`config.mk`:
```
export PLATFORM = sky130hd
export DESIGN_NAME = mp_gcr_top
export DESIGN_NICKNAME = d
export VERILOG_FILES = /design/src/rtl/mp_gcr_pkg.sv /design/src/rtl/mp_region_reg.sv /design/src/rtl/mp_vp_ctx.sv /design/src/rtl/mp_gcr_top.sv
export SDC_FILE = /design/constraint.sdc
export NUM_CORES = 1
export LEC_CHECK = 0
export ABC_AREA = 1
export BUFFER_PORTS_ARGS = -buffer_cell sky130_fd_sc_hd__buf_4
export CAP_MARGIN = 20
export CORE_MARGIN = 8
export CORE_UTILIZATION = 46
export DETAILED_ROUTE_END_ITERATION = 8
export PLACE_DENSITY = 0.86
export SETUP_SLACK_MARGIN = 0.3
export SLEW_MARGIN = 20
export SYNTH_ARGS = -nofsm -noshare
export SYNTH_HDL_FRONTEND = slang
export SYNTH_SLANG_ARGS = --single-unit
```
`constraint.sdc`:
```
create_clock -name clk -period 1.71 [get_ports clk]
set_input_delay 0.0855 -clock clk [delete_from_list [all_inputs] [get_ports clk]]
set_output_delay 0.0855 -clock clk [all_outputs]
set_load 0.01 [all_outputs]
```
`src/rtl/mp_gcr_pkg.sv`:
```
package mp_gcr_pkg;
  // Kept bits of a region register: address [47:15] and enable bit 0.
  localparam logic [63:0] REGION_KEEP = 64'h0000_FFFF_FFFF_8001;
  localparam logic [63:0] REGION_ADDR = 64'h0000_FFFF_FFFF_8000;
  // Kept bits of a reset-base register.
  localparam logic [63:0] RBASE_KEEP  = 64'h0000_0000_FFFF_F000;
  localparam logic [63:0] RBASE_INIT  = 64'h0000_0000_BFC0_0000;
  localparam int          PTR_W       = 6;
  localparam int          L2_BYPASS   = 20;

  // Page select, taken from address bits [15:12].
  localparam logic [3:0]  PG_GLOBAL   = 4'h0;
  localparam logic [3:0]  PG_LOCAL    = 4'h2;
  localparam logic [3:0]  PG_REMOTE   = 4'h4;

  // Offsets in the global page.
  localparam logic [11:0] G_CONFIG    = 12'h000;
  localparam logic [11:0] G_SELF      = 12'h008;
  localparam logic [11:0] G_REV       = 12'h030;
  localparam logic [11:0] G_GIC       = 12'h080;
  localparam logic [11:0] G_CPC       = 12'h088;
  localparam logic [11:0] G_GIC_ST    = 12'h0D0;
  localparam logic [11:0] G_CPC_ST    = 12'h0F0;
  localparam logic [11:0] G_L2        = 12'h130;

  // Offsets inside each per-VP window.
  localparam logic [11:0] V_CONFIG    = 12'h010;
  localparam logic [11:0] V_OTHER     = 12'h018;
  localparam logic [11:0] V_RBASE     = 12'h020;

  function automatic logic [63:0] region_mask(input logic [63:0] v);
    return v & REGION_KEEP;
  endfunction

  function automatic logic [63:0] region_addr(input logic [63:0] v);
    return v & REGION_ADDR;
  endfunction

  function automatic logic [63:0] rbase_mask(input logic [63:0] v);
    return v & RBASE_KEEP;
  endfunction

  function automatic logic [63:0] exc_from_rbase(input logic [63:0] rb);
    return {{32{rb[31]}}, rb[31:0]};
  endfunction

  function automatic logic ptr_ok(input logic [63:0] v, input int nvp);
    return int'(v[PTR_W-1:0]) < nvp;
  endfunction
endpackage

```
`src/rtl/mp_region_reg.sv`:
```
module mp_region_reg
  import mp_gcr_pkg::*;
#(
  parameter bit PRESENT = 1'b1
) (
  input  logic        clk,
  input  logic        rst_n,
  input  logic        wr,
  input  logic [63:0] wdata,
  output logic [63:0] val_q,
  output logic [63:0] base_o,
  output logic        en_o
);
  // A write lands only when the peripheral is present.
  logic load;
  assign load = wr && PRESENT;

  always_ff @(posedge clk) begin
    if (!rst_n)    val_q <= '0;
    else if (load) val_q <= region_mask(wdata);
  end

  assign base_o = region_addr(val_q);
  assign en_o   = val_q[0];

  AST_REGION_LOAD: assert property (@(posedge clk) disable iff (!rst_n)
    load |=> (base_o == {16'h0, $past(wdata[47:15]), 15'h0}) && (en_o == $past(wdata[0])));

  generate
    if (!PRESENT) begin : g_absent
      AST_ABSENT_IDLE: assert property (@(posedge clk) disable iff (!rst_n)
        wr |=> (val_q == '0) && !en_o);
    end
  endgenerate
endmodule

```
`src/rtl/mp_vp_ctx.sv`:
```
module mp_vp_ctx
  import mp_gcr_pkg::*;
#(
  parameter int NUM_VP = 1
) (
  input  logic             clk,
  input  logic             rst_n,
  input  logic             wr_rbase,
  input  logic             wr_ptr,
  input  logic [63:0]      wdata,
  output logic [63:0]      rbase_q,
  output logic [PTR_W-1:0] ptr_q,
  output logic [63:0]      exc_o
);
  // Range check on the pointer, brought out for the assertions.
  logic ptr_accept;
  assign ptr_accept = wr_ptr && ptr_ok(wdata, NUM_VP);

  always_ff @(posedge clk) begin
    if (!rst_n) begin
      rbase_q <= rbase_mask(RBASE_INIT);
      ptr_q   <= '0;
    end else begin
      if (wr_rbase)   rbase_q <= rbase_mask(wdata);
      if (ptr_accept) ptr_q   <= wdata[PTR_W-1:0];
    end
  end

  assign exc_o = exc_from_rbase(rbase_q);

  AST_PTR_BOUND: assert property (@(posedge clk) disable iff (!rst_n)
    int'(ptr_q) < NUM_VP);
  AST_PTR_DROP: assert property (@(posedge clk) disable iff (!rst_n)
    (wr_ptr && !ptr_accept) |=> $stable(ptr_q));
  AST_EXC_FOLLOW: assert property (@(posedge clk) disable iff (!rst_n)
    wr_rbase |=> exc_o == {{32{$past(wdata[31])}}, $past(wdata[31:12]), 12'h000});
endmodule

```
`src/rtl/mp_gcr_top.sv`:
```
module mp_gcr_top
  import mp_gcr_pkg::*;
#(
  parameter int          NUM_VP      = 1,
  parameter bit          GIC_PRESENT = 1'b1,
  parameter bit          CPC_PRESENT = 1'b1,
  parameter logic [63:0] REVISION    = 64'h800,
  parameter logic [63:0] SELF_BASE   = 64'h1FBF_8000,
  parameter int          ADDR_W      = 16,
  localparam int         VIW         = (NUM_VP > 1) ? $clog2(NUM_VP) : 1
) (
  input  logic                 clk,
  input  logic                 rst_n,
  input  logic                 bus_wr,
  input  logic                 bus_rd,
  input  logic [VIW-1:0]       bus_vp,
  input  logic [ADDR_W-1:0]    bus_addr,
  input  logic [63:0]          bus_wdata,
  output logic [63:0]          bus_rdata,
  output logic [63:0]          gic_base_o,
  output logic                 gic_en_o,
  output logic [63:0]          cpc_base_o,
  output logic                 cpc_en_o,
  output logic [64*NUM_VP-1:0] exc_base_o
);
  localparam int PG_W = ADDR_W - 12;

  // Address decode.
  logic [PG_W-1:0] page;
  logic [11:0]     ofs;
  logic            in_glb, in_loc, in_rem, in_vp;
  assign page   = bus_addr[ADDR_W-1:12];
  assign ofs    = bus_addr[11:0];
  assign in_glb = page == PG_W'(PG_GLOBAL);
  assign in_loc = page == PG_W'(PG_LOCAL);
  assign in_rem = page == PG_W'(PG_REMOTE);
  assign in_vp  = in_loc || in_rem;

  // Per-VP state, collected for the window redirect.
  logic [63:0]      rbase_arr [NUM_VP];
  logic [PTR_W-1:0] ptr_arr   [NUM_VP];
  logic [VIW-1:0]   tgt_idx;
  assign tgt_idx = in_rem ? ptr_arr[bus_vp][VIW-1:0] : bus_vp;

  // Region registers.
  logic [63:0] gic_val, cpc_val;
  logic        wr_gic, wr_cpc;
  assign wr_gic = bus_wr && in_glb && (ofs == G_GIC);
  assign wr_cpc = bus_wr && in_glb && (ofs == G_CPC);

  mp_region_reg #(.PRESENT(GIC_PRESENT)) u_gic (
    .clk(clk), .rst_n(rst_n), .wr(wr_gic), .wdata(bus_wdata),
    .val_q(gic_val), .base_o(gic_base_o), .en_o(gic_en_o)
  );

  mp_region_reg #(.PRESENT(CPC_PRESENT)) u_cpc (
    .clk(clk), .rst_n(rst_n), .wr(wr_cpc), .wdata(bus_wdata),
    .val_q(cpc_val), .base_o(cpc_base_o), .en_o(cpc_en_o)
  );

  // One context per VP; the local or remote window picks the target.
  logic wr_rbase_any, wr_ptr_any;
  assign wr_rbase_any = bus_wr && in_vp && (ofs == V_RBASE);
  assign wr_ptr_any   = bus_wr && in_vp && (ofs == V_OTHER);

  generate
    for (genvar i = 0; i < NUM_VP; i++) begin : g_vp
      logic hit;
      assign hit = tgt_idx == VIW'(i);
      mp_vp_ctx #(.NUM_VP(NUM_VP)) u_ctx (
        .clk      (clk),
        .rst_n    (rst_n),
        .wr_rbase (wr_rbase_any && hit),
        .wr_ptr   (wr_ptr_any && hit),
        .wdata    (bus_wdata),
        .rbase_q  (rbase_arr[i]),
        .ptr_q    (ptr_arr[i]),
        .exc_o    (exc_base_o[64*i +: 64])
      );
    end
  endgenerate

  // Read mux.
  logic [63:0] rd_val;
  logic        rd_hit;
  always_comb begin
    rd_val = '0;
    rd_hit = 1'b1;
    if (in_glb) begin
      case (ofs)
        G_CONFIG: rd_val = '0;
        G_SELF:   rd_val = SELF_BASE;
        G_REV:    rd_val = REVISION;
        G_GIC:    rd_val = gic_val;
        G_CPC:    rd_val = cpc_val;
        G_GIC_ST: rd_val = 64'(GIC_PRESENT);
        G_CPC_ST: rd_val = 64'(CPC_PRESENT);
        G_L2:     rd_val = 64'h1 << L2_BYPASS;
        default:  rd_hit = 1'b0;
      endcase
    end else if (in_vp) begin
      case (ofs)
        V_CONFIG: rd_val = 64'(NUM_VP - 1);
        V_OTHER:  rd_val = 64'(ptr_arr[tgt_idx]);
        V_RBASE:  rd_val = rbase_arr[tgt_idx];
        default:  rd_hit = 1'b0;
      endcase
    end else begin
      rd_hit = 1'b0;
    end
  end

  always_ff @(posedge clk) begin
    if (!rst_n)      bus_rdata <= '0;
    else if (bus_rd) bus_rdata <= rd_val;
  end

  AST_CONFIG_ZERO: assert property (@(posedge clk) disable iff (!rst_n)
    (bus_rd && in_glb && ofs == G_CONFIG) |=> bus_rdata == '0);
  AST_STATUS_FLAG: assert property (@(posedge clk) disable iff (!rst_n)
    (bus_rd && in_glb && ofs == G_GIC_ST) |=> bus_rdata[0] == GIC_PRESENT);
  AST_VP_CONFIG: assert property (@(posedge clk) disable iff (!rst_n)
    (bus_rd && in_vp && ofs == V_CONFIG) |=> int'(bus_rdata) == NUM_VP - 1);
  AST_MISS_ZERO: assert property (@(posedge clk) disable iff (!rst_n)
    (bus_rd && !rd_hit) |=> bus_rdata == '0);
  AST_ONE_TARGET: assert property (@(posedge clk) disable iff (!rst_n)
    $onehot0({wr_gic, wr_cpc, wr_rbase_any, wr_ptr_any}));
endmodule

```
==> flow_summary.json, run 1 <==
{
  "drcViolationCount": 0,
  "drv_slew": 0,
  "yosysTopAreaCell": "dfxtp_1",
  "yosysSeqAreaShare_pct": 41.0,
  "finish.utilization_pct": 62.4,
  "worst_slew_pin_slew_ns": 0.570,
  "holdPathStages": 2,
  "max_cap_viol_count": 0,
  "crit_slowest_cell": "dfxtp_1",
  "drt_iter0_drc": 501,
  "multiInputGateArea_um2": 2830,
  "crit_cells": 6,
  "clk_pin_slew_ns": 0.06,
  "setup_tns_ns": 0,
  "die_area_um2": 18700,
  "grt_pass1_wl_um": 34400,
  "cts_buffers": 17,
  "hold_start": "rst_n",
  "hp-class": "in2reg",
  "cp_max_fo": 6,
  "r2r_setup_slack_ns": 0.38,
  "ir_drop_uv": 569,
  "area_delta_synth_final_pct": 34.1,
  "rsz0062_at_grt": "yes",
  "drive_gt1_share_pct": 27.3,
  "wl_met2_um": 11700,
  "async_flop_share_pct": 0,
  "fp-row-count": 44,
  "grt_pass1_vias": 6504,
  "crit_type": "reg2reg",
  "io_buffers": 225,
  "cts_buffer_depth": 2,
  "diodes": 0,
  "routed.top_layer": "met5",
  "m1WireLength_um": 8450,
  "critPathTopFamily": "simple AND/OR/NAND/NOR gates",
  "drtPass1Iterations": 5,
  "outcome": "finished clean",
  "dp_hpwl_um": 16400,
  "place.gp.congestion": 0.817,
  "antenna_found_initial": 1,
  "overflow": 0,
  "start_util_pct": 46.6,
  "die-height_um": 137,
  "crit_top_cell": "inv_1",
  "synth_top_area_share_pct": 41.0,
  "cp_slowest_stage_delay_ns": 0.32,
  "setup-violations-final": 0,
  "cts_tree": "built",
  "routed_via_density": 5.09,
  "grt_usage_pct": 23.5,
  "htreeDepth": 4,
  "critical_path.startpoint_type": "flop",
  "nets": 1203,
  "clk_latency_ns": 0.41,
  "hold_violations": 0,
  "ant_nets": 0,
  "grt_max_degree": 61,
  "critPathRequiredTime_ns": 1.98,
  "yosysWarnings": 0,
  "post-route-min-period_ns": 1.33,
  "dr_wl_met3_um": 2450,
  "finalWirelength_um": 23300,
  "synth_commonest_cells": "137 x dfxtp_1, 130 x buf_4, 124 x nand2_1",
  "vias": 6691,
  "cp_cell_sequence": "inv_1, o21ai_1, nor2_2, nand3_1, inv_1, nor3_1",
  "synth-edff-count": 0,
  "p_leak_nw": 3.98,
  "cts-root-buf": "clkbuf_16",
  "synth_cell_types": 26,
  "crit-reg2reg-launch": "g_vp[0].u_ctx.ptr_q[0]",
  "cp_num_buf_inv": 2,
  "fmax_ghz": 0.750,
  "endpoint_kind": "flop",
  "synth_most_common_cell": "dfxtp_1",
  "core_um2": 14400,
  "synth_area_um2": 6690,
  "io_pins": 343,
  "syn_avg_cell_area_um2": 7.48,
  "arrival_ns": 1.61,
  "cellPowerDensity_nw_per_um2": 816,
  "syn_inst": 894,
  "rr_worst_depth": 6,
  "crit_start": "g_vp[0].u_ctx.ptr_q[0]",
  "post_drt_wl_per_cell_um": 17.7,
  "clock_skew_ns": 0.00687,
  "relSlewSlack_pct": 62.0,
  "post_cts_buffers": 0,
  "fillerInstances": 1207,
  "fp.dieW_um": 137,
  "synth-main-ff-cell": "dfxtp_1",
  "register_area_um2": 2740,
  "synth-seq-cells": 137,
  "cts.sinks": 137,
  "synth_area_leaders": "dfxtp_1 41%, buf_4 15%, a21oi_1 9.1%, nand2_1 7.0%, o21ai_0 6.4%",
  "fin_crit_sh_pct": 77.9
}
-- cell type report --
type	count	share of cell area [%]
clock buffer	23	5.10
clock inverter	8	1.09
inverter	79	3.31
timing repair buffer	291	25.8
tap	184	2.57
multi-input combinational	592	31.6
sequential	137	30.6
-- kinds of logic after synthesis --
logic type | count (synthesis) | synth area share, %
AOI/OAI and AO/OA | 242 | 19.7
DFF | 137 | 41.0
other | 1 | 0.0560
buffers and inverters | 259 | 22.3
and+or+nand+nor | 255 | 17.0
-- registers in the layout, summed over array words and instances (netlist names) --
register,flops
u_gic.val_q,34
g_vp.u_ctx.rbase_q,20
g_vp.u_ctx.ptr_q,6
bus_rdata,43
u_cpc.val_q,34
-- layer usage --
layer / vias to the layer above / track usage, %
met5: - / 0
met4: 2 / 11.3
met3: 49 / 6.17
met2: 384 / 41.2
met1: 3078 / 25.7
li1: 3178 / -
-- metrics by stage --
| step | area (µm²) | instances | total power [W] | setup slack, ns | hold slack, ns |
|---|---|---|---|---|---|
| 3_5_place_dp | 8040 | 1246 | 0.00379 | 0.0168 | 0.355 |
| 4_1_cts | 8970 | 1314 | 0.00735 | 0.355 | 0.0362 |
| 5_1_grt | 8970 | 1314 | 0.00757 | 0.297 | 0.0587 |
| 3_3_place_gp | 8040 | 1246 | 0.00379 | 0.0732 | 0.347 |
| 2_1_floorplan | 7040 | 988 | 0.00372 | 0.440 | 0.228 |
| 6_report | 8970 | 1314 | 0.00732 | 0.377 | 0.0555 |
-- path summary, 6_finish.rpt --
path                               endpoint
setup / recovery     g_vp[0].u_ctx.ptr_q[0]
hold / removal    g_vp[0].u_ctx.rbase_q[26]
setup reg to reg     g_vp[0].u_ctx.ptr_q[0]
hold reg to reg      g_vp[0].u_ctx.ptr_q[1]
-- power by group --
| group | total [W] | switching [W] | internal [W] |
|---|---|---|---|
| Combinational | 0.000593 | 0.000363 | 0.000230 |
| Sequential | 0.00322 | 0.0000110 | 0.00321 |
| Clock | 0.00350 | 0.00133 | 0.00217 |
-- cell usage in the layout (no fill, tap or decap), types with 5 or more instances in the layout --
master / synthesis / routed
nand2_1: 124 / 122
nand3_1: 74 / 73
dfxtp_1: 137 / 137
conb_1: 1 / 95
nand2_2: 6 / 8
o22ai_2: 10 / 10
a21oi_1: 122 / 122
clkbuf_16: 0 / 17
clkbuf_1: 36 / 5
nand4_1: 8 / 8
buf_4: 130 / 251
dlygate4sd3_1: 0 / 37
inv_1: 73 / 73
o21ai_0: 85 / 84
nor2_1: 34 / 33
a31oi_1: 18 / 18
o22ai_1: 6 / 6
-- repair_timing --
item | CTS | global route
endpoints found under the hold margin | 81 | 0
gates resized for setup | 1 | 1
hold buffers | 37 | 0
endpoints found under the setup margin | 9 | 18
No activity file was read; power rests on OpenSTA's default activity.
==> run 2: changes to the inputs <==
CORE_UTILIZATION = 42   (was 46)
PLACE_DENSITY = 0.83   (was 0.86)
clock period = 1.2 ns   (was 1.71 ns; I/O delays follow)
==> flow_summary.json, run 2 (synthesis gave the netlist of run 1 again) <==
{
  "largestRegisters": "bus_rdata (43), u_cpc.val_q (34), u_gic.val_q (34)",
  "htreeDepth": 4,
  "finish.utilization_pct": 82.4,
  "ant_nets": 0,
  "cp_cell_sequence": "buf_8, nor2_4, inv_4, nor2_8, nand2_4, nor2_4, buf_12, buf_8, buf_16, nand2_1, nand3_1, nand3_4, a21oi_2",
  "clk_pin_slew_ns": 0.06,
  "critical_path.startpoint_type": "input port",
  "drt_iter0_drc": 691,
  "die_area_um2": 20200,
  "worst_slew_pin_slew_ns": 0.603,
  "r2r_setup_slack_ns": -0.01,
  "grt_usage_pct": 27.9,
  "post_drt_wl_per_cell_um": 24.9,
  "crit-reg2reg-launch": "g_vp[0].u_ctx.ptr_q[0]",
  "dp_hpwl_um": 16700,
  "place.gp.congestion": 0.825,
  "clk_latency_ns": 0.42,
  "critPathRequiredTime_ns": 1.55,
  "hold_end": "u_gic.val_q[29]",
  "largest_register_ff_count": 43,
  "cp_max_fo": 6,
  "hold_violations": 0,
  "fp.dieW_um": 142,
  "overflow": 0,
  "start_util_pct": 42.6,
  "cts_buffers": 17,
  "crit_type": "in2reg",
  "drv_slew": 0,
  "cp_slowest_stage_delay_ns": 0.17,
  "max_cap_viol_count": 0,
  "drive_gt1_share_pct": 64.9,
  "max_flop_register": "bus_rdata",
  "antenna_found_initial": 2,
  "final_common_cell": "buf_6",
  "fin_area_um2": 12900,
  "relSlewSlack_pct": 59.8,
  "cts_buffer_depth": 2,
  "vias": 8339,
  "arrival_ns": 1.58,
  "setup_ws_ns": -0.0325,
  "core_um2": 15700,
  "drcViolationCount": 0,
  "total_power_w": 0.0114,
  "io_pins": 343,
  "drtPass1Iterations": 6,
  "fp-row-count": 46,
  "clock_skew_ns": 0.0137,
  "dp.cells": 1296,
  "post-route-min-period_ns": 1.23,
  "outcome": "finished with violations",
  "finalWirelength_um": 36900,
  "placed_cell_area_um2": 8480,
  "die-height_um": 142,
  "grt_pass1_vias": 8000,
  "reg2reg_to": "g_vp[0].u_ctx.rbase_q[29]",
  "endpoint_kind": "flop",
  "rr_worst_depth": 7,
  "crit_slowest_cell": "nand3_1",
  "io_buffers": 225,
  "final_cell_mix": "172 x buf_6, 168 x buf_4, 131 x dfxtp_2",
  "holdPathStages": 3,
  "p_leak_nw": 5.57,
  "cts_tree": "built",
  "hp-class": "in2reg",
  "instances_no_fill": 1482,
  "cts-root-buf": "clkbuf_16",
  "cellPowerDensity_nw_per_um2": 879,
  "fin_crit_sh_pct": 103,
  "area_delta_synth_final_pct": 93.5,
  "grt_max_degree": 48,
  "grt_pass1_wl_um": 44400,
  "cts.sinks": 137,
  "violations": "setup timing",
  "setup-violations-final": 3,
  "rsz0062_at_grt": "yes",
  "hold_start": "rst_n",
  "nets": 1336,
  "fmax_ghz": 0.811,
  "ir_drop_uv": 923,
  "routed_via_density": 5.63
}
==> run 2: cell types whose count changed in the layout (fill, tap and decap cells not counted), moves of 20 or more <==
cell     before  now
buf_4       251  168
nand3_1      73   30
nand2_1     122   79
buf_6         0  172
dfxtp_2       0  131
a21oi_1     122   40
o21ai_0      84   19
o21ai_1       2   22
nand2_4       0   28
dfxtp_1     137    5
o21ai_2       0   33
a21oi_2       0   74
nand3_2       1   29
==> run 2: repair_timing <==
item	CTS	global route
endpoints found under the setup margin	220	297
setup buffers	69	23
hold endpoints to repair	88	0
pin swaps	23	86
gates resized for setup	389	312
gates cloned	9	12
hold buffers	39	0
==> run 2: worst max-delay path: cells and delay by family <==
family / cells / cell delay, ns
AO/OA/AOI/OAI: 1 / 0.12
buffers and inverters: 5 / 0.57
AND/OR/NAND/NOR: 7 / 0.81
==> run 2: power breakdown <==
part	internal, W	switching, W
sequential	0.00458	0.0000231
combinational	0.000466	0.000758
clock	0.00343	0.00213
==> run 2: routing by layer <==
metal  routed length (µm)  GRT usage (%)  vias to the layer above
li1                     -              -                     3465
met1                11900           29.6                     3954
met2                18600           50.8                      701
met3                 3760           7.78                      219
met4                 2590           11.3                        0
met5                    0              0                        -
==> run 2: how the worst max path moves through the flow <==
stage                           endpoint  slack [ns]                      start  depth (start not counted)
final                      bus_rdata[26]       -0.03                bus_addr[5]                         13
after global routing       bus_rdata[26]       -0.11                bus_addr[5]                         13
after detailed placement   bus_rdata[29]       -0.20                bus_addr[6]                          7
after floorplan            bus_rdata[37]        0.09                bus_addr[4]                         11
after CTS                 exc_base_o[50]        0.04  g_vp[0].u_ctx.rbase_q[31]                          2
after global placement     bus_rdata[28]       -0.15                bus_addr[6]                          7
==> run 2: through the flow <==
step                TNS (ns)  hold slack, ns  setup WS, ns
finish               -0.0563          0.0209       -0.0325
global route          -0.801          0.0103        -0.109
detailed placement    -13.11           0.303        -0.202
global placement       -8.97           0.294        -0.154
floorplan                  0           0.203        0.0911
CTS                        0         0.00394        0.0372
==> run 2: final cells by class <==
class                      instances  area (µm²)
timing repair buffer             422        4500
multi-input combinational        593        4290
clock inverter                    12         148
fill                             804        2770
antenna                            2        5.00
clock buffer                      20         467
timing repair inverter             1        16.3
inverter                          79         343
sequential                       137        2910
tap                              216         270
